`config.mk`:
```
export PLATFORM = sky130hd
export DESIGN_NAME = mdio_target
export DESIGN_NICKNAME = d
export VERILOG_FILES = /design/src/rtl/mdio_target_pkg.sv /design/src/rtl/mdio_edge_sync.sv /design/src/rtl/mdio_frame_fsm.sv /design/src/rtl/mdio_read_driver.sv /design/src/rtl/mdio_target.sv
export SDC_FILE = /design/constraint.sdc
export NUM_CORES = 1
export LEC_CHECK = 0
export ABC_AREA = 1
export BUFFER_PORTS_ARGS = -buffer_cell sky130_fd_sc_hd__buf_4
export CELL_PAD_IN_SITES_DETAIL_PLACEMENT = 0
export CELL_PAD_IN_SITES_GLOBAL_PLACEMENT = 2
export CORE_UTILIZATION = 34
export CTS_BUF_LIST = sky130_fd_sc_hd__clkbuf_2
export CTS_CLUSTER_SIZE = 12
export DETAILED_ROUTE_END_ITERATION = 8
export GPL_ROUTABILITY_DRIVEN = 0
export GPL_TIMING_DRIVEN = 0
export PLACE_DENSITY_LB_ADDON = 0.1
export SLEW_MARGIN = 30
export SYNTH_ARGS = -nofsm -noshare
export SYNTH_HDL_FRONTEND = slang
export SYNTH_SLANG_ARGS = --single-unit
```
`constraint.sdc`:
```
create_clock -name clk -period 1.8 [get_ports clk]
set_input_delay 0.18 -clock clk [delete_from_list [all_inputs] [get_ports clk]]
set_output_delay 0.18 -clock clk [all_outputs]
set_load 0.05 [all_outputs]
```
`src/rtl/mdio_target_pkg.sv`:
```
package mdio_target_pkg;

    typedef enum logic [2:0] {
        ST_HUNT,
        ST_START,
        ST_OP,
        ST_PHY,
        ST_REG,
        ST_TA1,
        ST_TA2,
        ST_DATA
    } mdio_state_e;

    typedef enum logic [1:0] {
        ACC_NONE,
        ACC_READ,
        ACC_WRITE
    } mdio_access_e;

    localparam logic [1:0] OPC_READ  = 2'b10;
    localparam logic [1:0] OPC_WRITE = 2'b01;

    typedef struct packed {
        logic rise;
        logic fall;
        logic bit_val;
    } mdc_evt_t;

    function automatic mdio_access_e decode_op(input logic [1:0] op);
        case (op)
            OPC_READ:  return ACC_READ;
            OPC_WRITE: return ACC_WRITE;
            default:   return ACC_NONE;
        endcase
    endfunction

endpackage

```
`src/rtl/mdio_edge_sync.sv`:
```
module mdio_edge_sync
    import mdio_target_pkg::*;
#(
    parameter int SYNC_STAGES = 2
) (
    input  logic     clk,
    input  logic     rst,
    input  logic     mdc,
    input  logic     mdio_in,
    output mdc_evt_t evt
);
    localparam int CLK_TAPS = SYNC_STAGES + 1;

    logic [CLK_TAPS-1:0]    clk_sh;
    logic [SYNC_STAGES-1:0] dat_sh;

    always_ff @(posedge clk) begin
        if (rst) begin
            clk_sh <= '1;
            dat_sh <= '1;
        end else begin
            clk_sh[0] <= mdc;
            for (int i = 1; i < CLK_TAPS; i++) clk_sh[i] <= clk_sh[i-1];
            dat_sh[0] <= mdio_in;
            for (int i = 1; i < SYNC_STAGES; i++) dat_sh[i] <= dat_sh[i-1];
        end
    end

    always_comb begin
        evt.rise    = clk_sh[SYNC_STAGES-1] & ~clk_sh[SYNC_STAGES];
        evt.fall    = ~clk_sh[SYNC_STAGES-1] & clk_sh[SYNC_STAGES];
        evt.bit_val = dat_sh[SYNC_STAGES-1];
    end
endmodule

```
`src/rtl/mdio_frame_fsm.sv`:
```
module mdio_frame_fsm
    import mdio_target_pkg::*;
#(
    parameter int PHY_AW  = 5,
    parameter int REG_AW  = 5,
    parameter int DATA_W  = 16,
    parameter int PRE_MIN = 32
) (
    input  logic              clk,
    input  logic              rst,
    input  logic              bit_rise,
    input  logic              bit_val,
    input  logic [PHY_AW-1:0] own_addr,
    input  logic              reg_hit,
    output mdio_state_e       state,
    output logic              is_read,
    output logic [REG_AW-1:0] reg_addr,
    output logic              reg_we,
    output logic [DATA_W-1:0] reg_wdata
);
    localparam int CNT_W = $clog2(PRE_MIN + 1);
    localparam int BIT_W = $clog2(DATA_W);
    localparam logic [CNT_W-1:0] PRE_FULL = CNT_W'(PRE_MIN);

    logic [CNT_W-1:0]  ones_cnt;
    logic [BIT_W-1:0]  bit_cnt;
    logic              op_first;
    logic [PHY_AW-1:0] phy_sh;
    logic [DATA_W-1:0] wr_sh;
    mdio_access_e      acc;

    assign acc = decode_op({op_first, bit_val});

    always_ff @(posedge clk) begin
        if (rst) begin
            state     <= ST_HUNT;
            ones_cnt  <= '0;
            bit_cnt   <= '0;
            op_first  <= 1'b0;
            is_read   <= 1'b0;
            phy_sh    <= '0;
            reg_addr  <= '0;
            wr_sh     <= '0;
            reg_we    <= 1'b0;
            reg_wdata <= '0;
        end else begin
            reg_we <= 1'b0;
            if (bit_rise) begin
                case (state)
                    ST_HUNT: begin
                        if (bit_val) begin
                            if (ones_cnt != PRE_FULL) ones_cnt <= ones_cnt + 1'b1;
                        end else begin
                            if (ones_cnt == PRE_FULL) state <= ST_START;
                            ones_cnt <= '0;
                        end
                    end
                    ST_START: begin
                        bit_cnt <= '0;
                        state   <= bit_val ? ST_OP : ST_HUNT;
                    end
                    ST_OP: begin
                        op_first <= bit_val;
                        if (bit_cnt == BIT_W'(1)) begin
                            bit_cnt <= '0;
                            is_read <= (acc == ACC_READ);
                            state   <= (acc == ACC_NONE) ? ST_HUNT : ST_PHY;
                        end else begin
                            bit_cnt <= bit_cnt + 1'b1;
                        end
                    end
                    ST_PHY: begin
                        phy_sh <= {phy_sh[PHY_AW-2:0], bit_val};
                        if (bit_cnt == BIT_W'(PHY_AW - 1)) begin
                            bit_cnt <= '0;
                            state   <= ({phy_sh[PHY_AW-2:0], bit_val} == own_addr)
                                       ? ST_REG : ST_HUNT;
                        end else begin
                            bit_cnt <= bit_cnt + 1'b1;
                        end
                    end
                    ST_REG: begin
                        reg_addr <= {reg_addr[REG_AW-2:0], bit_val};
                        if (bit_cnt == BIT_W'(REG_AW - 1)) begin
                            bit_cnt <= '0;
                            state   <= ST_TA1;
                        end else begin
                            bit_cnt <= bit_cnt + 1'b1;
                        end
                    end
                    ST_TA1: begin
                        state <= (!is_read && !bit_val) ? ST_HUNT : ST_TA2;
                    end
                    ST_TA2: begin
                        bit_cnt <= '0;
                        state   <= (!is_read && bit_val) ? ST_HUNT : ST_DATA;
                    end
                    ST_DATA: begin
                        wr_sh <= {wr_sh[DATA_W-2:0], bit_val};
                        if (bit_cnt == BIT_W'(DATA_W - 1)) begin
                            bit_cnt <= '0;
                            state   <= ST_HUNT;
                            if (!is_read && reg_hit) begin
                                reg_we    <= 1'b1;
                                reg_wdata <= {wr_sh[DATA_W-2:0], bit_val};
                            end
                        end else begin
                            bit_cnt <= bit_cnt + 1'b1;
                        end
                    end
                    default: state <= ST_HUNT;
                endcase
            end
        end
    end
endmodule

```
`src/rtl/mdio_read_driver.sv`:
```
module mdio_read_driver
    import mdio_target_pkg::*;
#(
    parameter int DATA_W = 16
) (
    input  logic              clk,
    input  logic              rst,
    input  logic              bit_rise,
    input  logic              bit_fall,
    input  mdio_state_e       state,
    input  logic              is_read,
    input  logic              reg_hit,
    input  logic [DATA_W-1:0] reg_rdata,
    output logic              mdio_oe,
    output logic              mdio_out
);
    logic [DATA_W-1:0] rd_sh;

    always_ff @(posedge clk) begin
        if (rst) begin
            rd_sh    <= '0;
            mdio_oe  <= 1'b0;
            mdio_out <= 1'b0;
        end else begin
            if (bit_rise && is_read) begin
                if (state == ST_TA2)
                    rd_sh <= reg_hit ? reg_rdata : '1;
                else if (state == ST_DATA)
                    rd_sh <= {rd_sh[DATA_W-2:0], 1'b0};
            end
            if (bit_fall) begin
                if (is_read && state == ST_TA2) begin
                    mdio_oe  <= 1'b1;
                    mdio_out <= 1'b0;
                end else if (is_read && state == ST_DATA) begin
                    mdio_oe  <= 1'b1;
                    mdio_out <= rd_sh[DATA_W-1];
                end else begin
                    mdio_oe  <= 1'b0;
                    mdio_out <= 1'b0;
                end
            end
        end
    end
endmodule

```
`src/rtl/mdio_target.sv`:
```
module mdio_target
    import mdio_target_pkg::*;
#(
    parameter int PHY_AW      = 5,
    parameter int REG_AW      = 5,
    parameter int DATA_W      = 16,
    parameter int PRE_MIN     = 32,
    parameter int SYNC_STAGES = 2
) (
    input  logic              clk,
    input  logic              rst,
    input  logic              mdc,
    input  logic              mdio_in,
    output logic              mdio_oe,
    output logic              mdio_out,
    input  logic [PHY_AW-1:0] phy_addr_strap,
    output logic [REG_AW-1:0] reg_addr,
    output logic [DATA_W-1:0] reg_wdata,
    output logic              reg_we,
    input  logic [DATA_W-1:0] reg_rdata,
    input  logic              reg_hit
);
    logic [PHY_AW-1:0] phy_addr_q;
    mdc_evt_t          evt;
    mdio_state_e       frame_state;
    logic              frame_rd;
    logic              mdc_rise;

    always_ff @(posedge clk) begin
        if (rst) phy_addr_q <= phy_addr_strap;
    end

    assign mdc_rise = evt.rise;

    mdio_edge_sync #(.SYNC_STAGES(SYNC_STAGES)) u_sync (
        .clk     (clk),
        .rst     (rst),
        .mdc     (mdc),
        .mdio_in (mdio_in),
        .evt     (evt)
    );

    mdio_frame_fsm #(
        .PHY_AW (PHY_AW),
        .REG_AW (REG_AW),
        .DATA_W (DATA_W),
        .PRE_MIN(PRE_MIN)
    ) u_fsm (
        .clk      (clk),
        .rst      (rst),
        .bit_rise (evt.rise),
        .bit_val  (evt.bit_val),
        .own_addr (phy_addr_q),
        .reg_hit  (reg_hit),
        .state    (frame_state),
        .is_read  (frame_rd),
        .reg_addr (reg_addr),
        .reg_we   (reg_we),
        .reg_wdata(reg_wdata)
    );

    mdio_read_driver #(.DATA_W(DATA_W)) u_drv (
        .clk      (clk),
        .rst      (rst),
        .bit_rise (evt.rise),
        .bit_fall (evt.fall),
        .state    (frame_state),
        .is_read  (frame_rd),
        .reg_hit  (reg_hit),
        .reg_rdata(reg_rdata),
        .mdio_oe  (mdio_oe),
        .mdio_out (mdio_out)
    );
endmodule

```
==> metrics, run 1 <==
first-pass GRT wire length=15100 microns; commonest cells after routing, fill and taps aside=115 x nor2_1, 90 x nand2_1, 77 x dfxtp_1, 53 x o21ai_0, 49 x buf_4; Die ar.=0.0113 sq mm; fillcell total=1111; Pwr Density=665 mW/mm^2; number of synthesized flops with an enable pin=5; CP max stage cell=dfxtp_1; Yosys cell types=30; Crit path arrival time=2.05 ns; final WL=8900 microns; # nets final=606; Mean Syn Cell Area=7.36 sq um; GRT Total Usage=17.0%; Tot Pwr=2.97 mW; I/O pins=50; FFs w/ async S/R, synth=0%; cells after synthesis=501; CP Depth=8; Detailed Routing Iterations Pass 1=4; Final Non-Filler Cells=715; register area share after synthesis=47.0%; HP Class=in -> reg; row count=37; crit path launch=u_fsm.state[0]; Detail Route Antenna Nets=0; max cap viols=0; layout cells sized above 1=16.8%; Final Cycle Share=89.8%; Most used DFF post-synth=dfxtp_1; Via density=4.65; largest net degree at the start of global routing=16; Die Y=106 microns; Worst-Skew Late Latency=0.54 ns; LEAKAGE=1.93 nW; initial DRC count=127; Final Util=42.9%; initial antenna violation count=0; WHS Path Cells=5; synth warn=0; CTS tree=yes; Clock Sinks=84; cells on worst reg2reg path=8; max-slew violations=0; Fin. Hold Viols=0; placed insts=686; Clock Skew=0.0301 ns; core area=0.0104 sq mm; CP delay by family, top=simple AND/OR/NAND/NOR gates; FF/Latch Area=0.00173 sq mm; H-Tree Depth=3; setup TNS=0 ns; port bufs=49; Mapped Area=0.00369 sq mm; clk root buf=clkbuf_2; Max IR drop VDD=330 uV; DRC=0; Worst-Margin Slew=0.651 ns; vias after detailed routing=3326; status=finished, final reports clean; hold path start=reg_rdata[9]; global route overflow=0; Inserted Diodes=0; startpoint types=register; max incr delay on CP=0.35 ns; CP bufs+invs=1; CTS Buf Count=9; chip width=106 microns; worst-path cell chain=buf_2, nor2_1, nand2_1, nor2_1, nand2_1, nor2_1, xnor2_1, nor2_1; RSZ-0062 raised after global routing=false; area leader, netlist=dfxtp_1; Bufs on Longest Clock Path=2; crit-path max FO=10; Synth Register Bits=84; CP required=2.23 ns; wire per inst=12.5 microns; clock-pin transition on the worst setup and hold timing paths=0.25 ns; f_max=619 MHz; placed wire-length estimate=6340 microns; Post-Syn Nets=533; top-area cell type share of the netlist area=42.9%; synthesis-to-layout area growth=21.2%; leading post-synthesis cells by cell area=dfxtp_1 43%, nor2_1 12%, nand2_1 9.2%, o21ai_0 7.3%, a21oi_1 4.6%; r2r startpoint=u_fsm.state[0]; vias in the first global route=3092; fin crit period=1.62 ns; multi-input combinational cell area=0.00171 sq mm; Starting Density=35.4%; Final Setup Violations=0; Rel. slew slack=56.6%; Crit Path Class=reg -> reg; Crit. End Element=register; Critical Path Most Common Cell=nor2_1; most common cell after layout, fill and taps aside=nor2_1
==> sequential cells by signal (all words and copies together), names as in the netlist, 4 cells and up <==
register / cells
u_fsm.reg_wdata: 16
u_drv.rd_sh: 16
u_fsm.reg_addr: 5
u_fsm.ones_cnt: 6
u_fsm.bit_cnt: 4
u_fsm.wr_sh: 15
u_fsm.phy_sh: 4
phy_addr_q: 5
==> through the flow <==
step / hold slack [ns] / worst slack (ns) / area [sq um]
6_report: 0.0607 / 0.184 / 4470
5_1_grt: 0.0213 / 0.00390 / 4470
4_1_cts: 0.00107 / 0.0673 / 4460
3_5_place_dp: 0.359 / -0.212 / 4220
3_3_place_gp: 0.360 / -0.177 / 4220
2_1_floorplan: 0.279 / 0.292 / 3690
==> synth_stat cells, types with 2 or more instances <==
master,count
a211oi_1,3
a21oi_1,34
buf_6,3
clkbuf_1,16
dfxtp_1,79
edfxtp_1,5
ha_1,6
inv_1,33
inv_2,4
nand2_1,90
nand2_2,3
nand3_1,13
nand3b_1,2
nand4_1,4
nor2_1,117
nor2_4,2
nor3_1,3
o21ai_0,54
o21ai_1,10
or2_2,6
xnor2_1,2
xor2_1,4
==> tightest hold or removal path, cell delays in order <==
cell     delay (ns)
buf_4          0.08
nor2_1         0.03
o21ai_0        0.14
o21ai_1        0.07
nor2_1         0.07
==> report_power, final <==
part	leakage (nW)	total [mW]	internal, mW	switching, mW
Clock	0.0603	0.888	0.190	0.698
Combinational	1.18	0.172	0.0834	0.0890
Sequential	0.686	1.91	1.90	0.0115
Total	1.93	2.97	2.17	0.798
==> final cells by class <==
class | instances | area share [%]
sequential | 84 | 38.8
clock buffer | 9 | 1.01
multi-input combinational | 358 | 38.2
timing repair buffer | 63 | 11.4
buffer | 19 | 2.21
clock inverter | 7 | 1.15
inverter | 39 | 3.42
tap | 136 | 3.81
==> repair_timing <==
item | in CTS | in global routing
hold buffers | 14 | 0
resized for setup | 0 | 11
setup endpoints to repair | 2 | 24
setup buffers | 0 | 0
hold endpoints to repair | 19 | 0
==> path summary, 6_finish.rpt <==
kind | to | slack (ns)
max | u_fsm.ones_cnt[3] | 0.18
min | u_drv.rd_sh[9] | 0.06
max reg2reg | u_fsm.ones_cnt[3] | 0.18
min reg2reg | u_sync.clk_sh[1] | 0.44
==> per-layer routing <==
| metal | part of all wire [%] | up-vias | GRT usage, % |
|---|---|---|---|
| li1 | - | 1758 | - |
| met1 | 51 | 1514 | 23.3 |
| met2 | 45 | 44 | 26.2 |
| met3 | 2.9 | 10 | 3.74 |
| met4 | 1.1 | 0 | 6.25 |
| met5 | 0 | - | 0 |
==> logic make-up after synthesis <==
logic type,after synthesis,synth area share [%]
XOR/XNOR,6,1.43
AND/OR/NAND/NOR,245,28.8
buffers and inverters,59,6.82
flip-flops,84,47.0
adder cells (fa/ha/maj),6,2.04
AO/OA/AOI/OAI,101,13.9
Power figures use the tool's default switching activity.
==> run 2, diff against run 1 <==
REMOVE_ABC_BUFFERS = 1   (was unset)
TNS_END_PERCENT = 5   (was unset)
==> metrics, run 2 (synthesis results as in run 1) <==
status=finished, final reports clean; Rel. slew slack=48.8% (-7.9 points); clock-pin transition on the worst setup and hold timing paths=0.23 ns (-0.02 ns); fin crit period=1.70 ns (+0.0850 ns); Die ar.=0.0113 sq mm (unchanged); Crit path arrival time=2.14 ns (+0.09 ns); Clock Sinks=84 (unchanged); clk root buf=clkbuf_2; Inserted Diodes=0 (unchanged); wire per inst=12.0 microns (-3.7%); max incr delay on CP=0.61 ns (+0.26 ns); max cap viols=0 (unchanged); most common cell after layout, fill and taps aside=nor2_1; initial antenna violation count=0 (unchanged); port bufs=49 (unchanged); CP delay by family, top=buffers and inverters; Pwr Density=722 mW/mm^2 (+8.6%); Crit. End Element=register; fillcell total=1106 (-0.45%); FF/Latch Area=0.00174 sq mm (+0.14%); Final Non-Filler Cells=698 (-2.4%); max-slew violations=0 (unchanged); Final Util=42.6% (-0.28 points); # nets final=589 (-2.8%); worst-path cell chain=dlygate4sd3_1, buf_4, inv_2, o21ai_0, a211oi_1; Worst-Skew Late Latency=0.53 ns (about the same); H-Tree Depth=3 (unchanged); synthesis-to-layout area growth=20.4%; Die Y=106 microns (unchanged); vias in the first global route=3015 (-2.5%); Fin. Hold Viols=0 (unchanged); top flop regs=u_drv.rd_sh x16, u_fsm.reg_wdata x16, u_fsm.wr_sh x15; CP max stage cell=inv_2; CTS Buf Count=9 (unchanged); Detailed Routing Iterations Pass 1=4 (unchanged); final WL=8370 microns (-6.0%); CP required=2.24 ns (about the same); commonest cells after routing, fill and taps aside=116 x nor2_1, 90 x nand2_1, 75 x dfxtp_1, 54 x o21ai_0, 53 x buf_4; f_max=588 MHz (-5.0%); Final Setup Violations=0 (unchanged); Final Cycle Share=94.5% (+4.7 points); HP Class=in -> reg; first-pass GRT wire length=14300 microns (-5.3%); global route overflow=0 (unchanged); I/O pins=50 (unchanged); core area=0.0104 sq mm (unchanged); largest net degree at the start of global routing=49 (+33); DRC=0 (unchanged); row count=37 (unchanged); placed insts=666 (-2.9%); RSZ-0062 raised after global routing=true; Max IR drop VDD=579 uV (+76%); Detail Route Antenna Nets=0 (unchanged); multi-input combinational cell area=0.00172 sq mm (+0.66%); crit-path max FO=48 (+38); Bufs on Longest Clock Path=2 (unchanged); Via density=4.63 (-0.46%); CTS tree=yes; placed wire-length estimate=5470 microns (-14%); Crit Path Class=in -> reg; CP bufs+invs=3 (+2); GRT Total Usage=16.0% (-0.99 points); Starting Density=35.4% (unchanged); startpoint types=input port; layout cells sized above 1=17.3% (+0.51 points); Worst-Margin Slew=0.768 ns (+0.117 ns); chip width=106 microns (unchanged); initial DRC count=95 (-25%); LEAKAGE=1.92 nW (-0.65%); Clock Skew=0.0323 ns (+0.00222 ns); vias after detailed routing=3232 (-2.8%)
==> run 2: cell count changes in the layout (fill, tap and decap cells not counted), sizes merged <==
| cell | before | now |
|---|---|---|
| bufinv | 0 | 2 |
| clkinv | 5 | 2 |
| clkinvlp | 1 | 0 |
| dlygate4sd3 | 14 | 12 |
| clkbuf | 24 | 11 |
==> run 2: worst paths after layout <==
| kind | cells after the start | slack [ns] | endpoint | startpoint |
|---|---|---|---|---|
| worst min register to register | 1 | 0.44 | u_sync.clk_sh[1] | u_sync.clk_sh[0] |
| worst max-delay path | 5 | 0.1 | u_fsm.ones_cnt[1] | rst |
| worst max register to register | 10 | 0.19 | u_drv.rd_sh[4] | u_fsm.state[1] |
| worst min-delay path | 5 | 0.05 | u_drv.rd_sh[6] | reg_rdata[6] |
==> run 2: routing by layer <==
metal	share of wire [%]	up-vias	GRT usage [%]
li1	-	1715	-
met1	49	1459	21.4
met2	46	49	25.1
met3	4.3	9	4.23
met4	1.3	0	5.06
met5	0	-	0
==> run 2: area by class of cell <==
cell class / count / area share [%]
Inverter: 39 / 3.52
Tap cell: 136 / 3.83
Clock inverter: 5 / 1.89
Sequential cell: 84 / 39.1
Multi-Input combinational cell: 358 / 38.7
Timing Repair Buffer: 65 / 11.7
Clock buffer: 11 / 1.24
==> run 2: worst reg2reg max path: stages (launching register included) <==
cell	delay, ns
dfxtp_2	0.44
inv_2	0.08
nor2_4	0.15
nand2_8	0.15
nand2_2	0.11
inv_2	0.04
nor2_4	0.10
nand2_4	0.16
inv_6	0.18
nor2_1	0.06
nor2_1	0.10
==> run 2: where the power goes <==
group	switching, mW	internal [mW]	total [mW]
Clock	0.656	0.480	1.14
Sequential	0.0109	1.90	1.91
Combinational	0.0834	0.0770	0.160
==> run 2: repair_timing <==
action,in CTS,in global routing
buffers inserted,0,4
hold buffers,12,0
pin swaps,1,2
endpoints found under the hold margin,15,0
resized for setup,4,4
setup endpoints to repair,33,37
==> run 2: metrics by stage <==
stage               setup TNS (ns)  power, mW  worst slack (ns)  hold WS [ns]  area, sq um
detailed placement           -3.02       2.09            -0.156         0.362         4130
finish                           0       3.21            0.0991        0.0527         4440
CTS                        -0.0362       3.27           -0.0362       0.00269         4400
global route               -0.0106       3.36           -0.0106        0.0150         4440
floorplan                        0       2.01             0.265         0.249         3590
global placement             -9.13       2.09            -0.472         0.360         4130
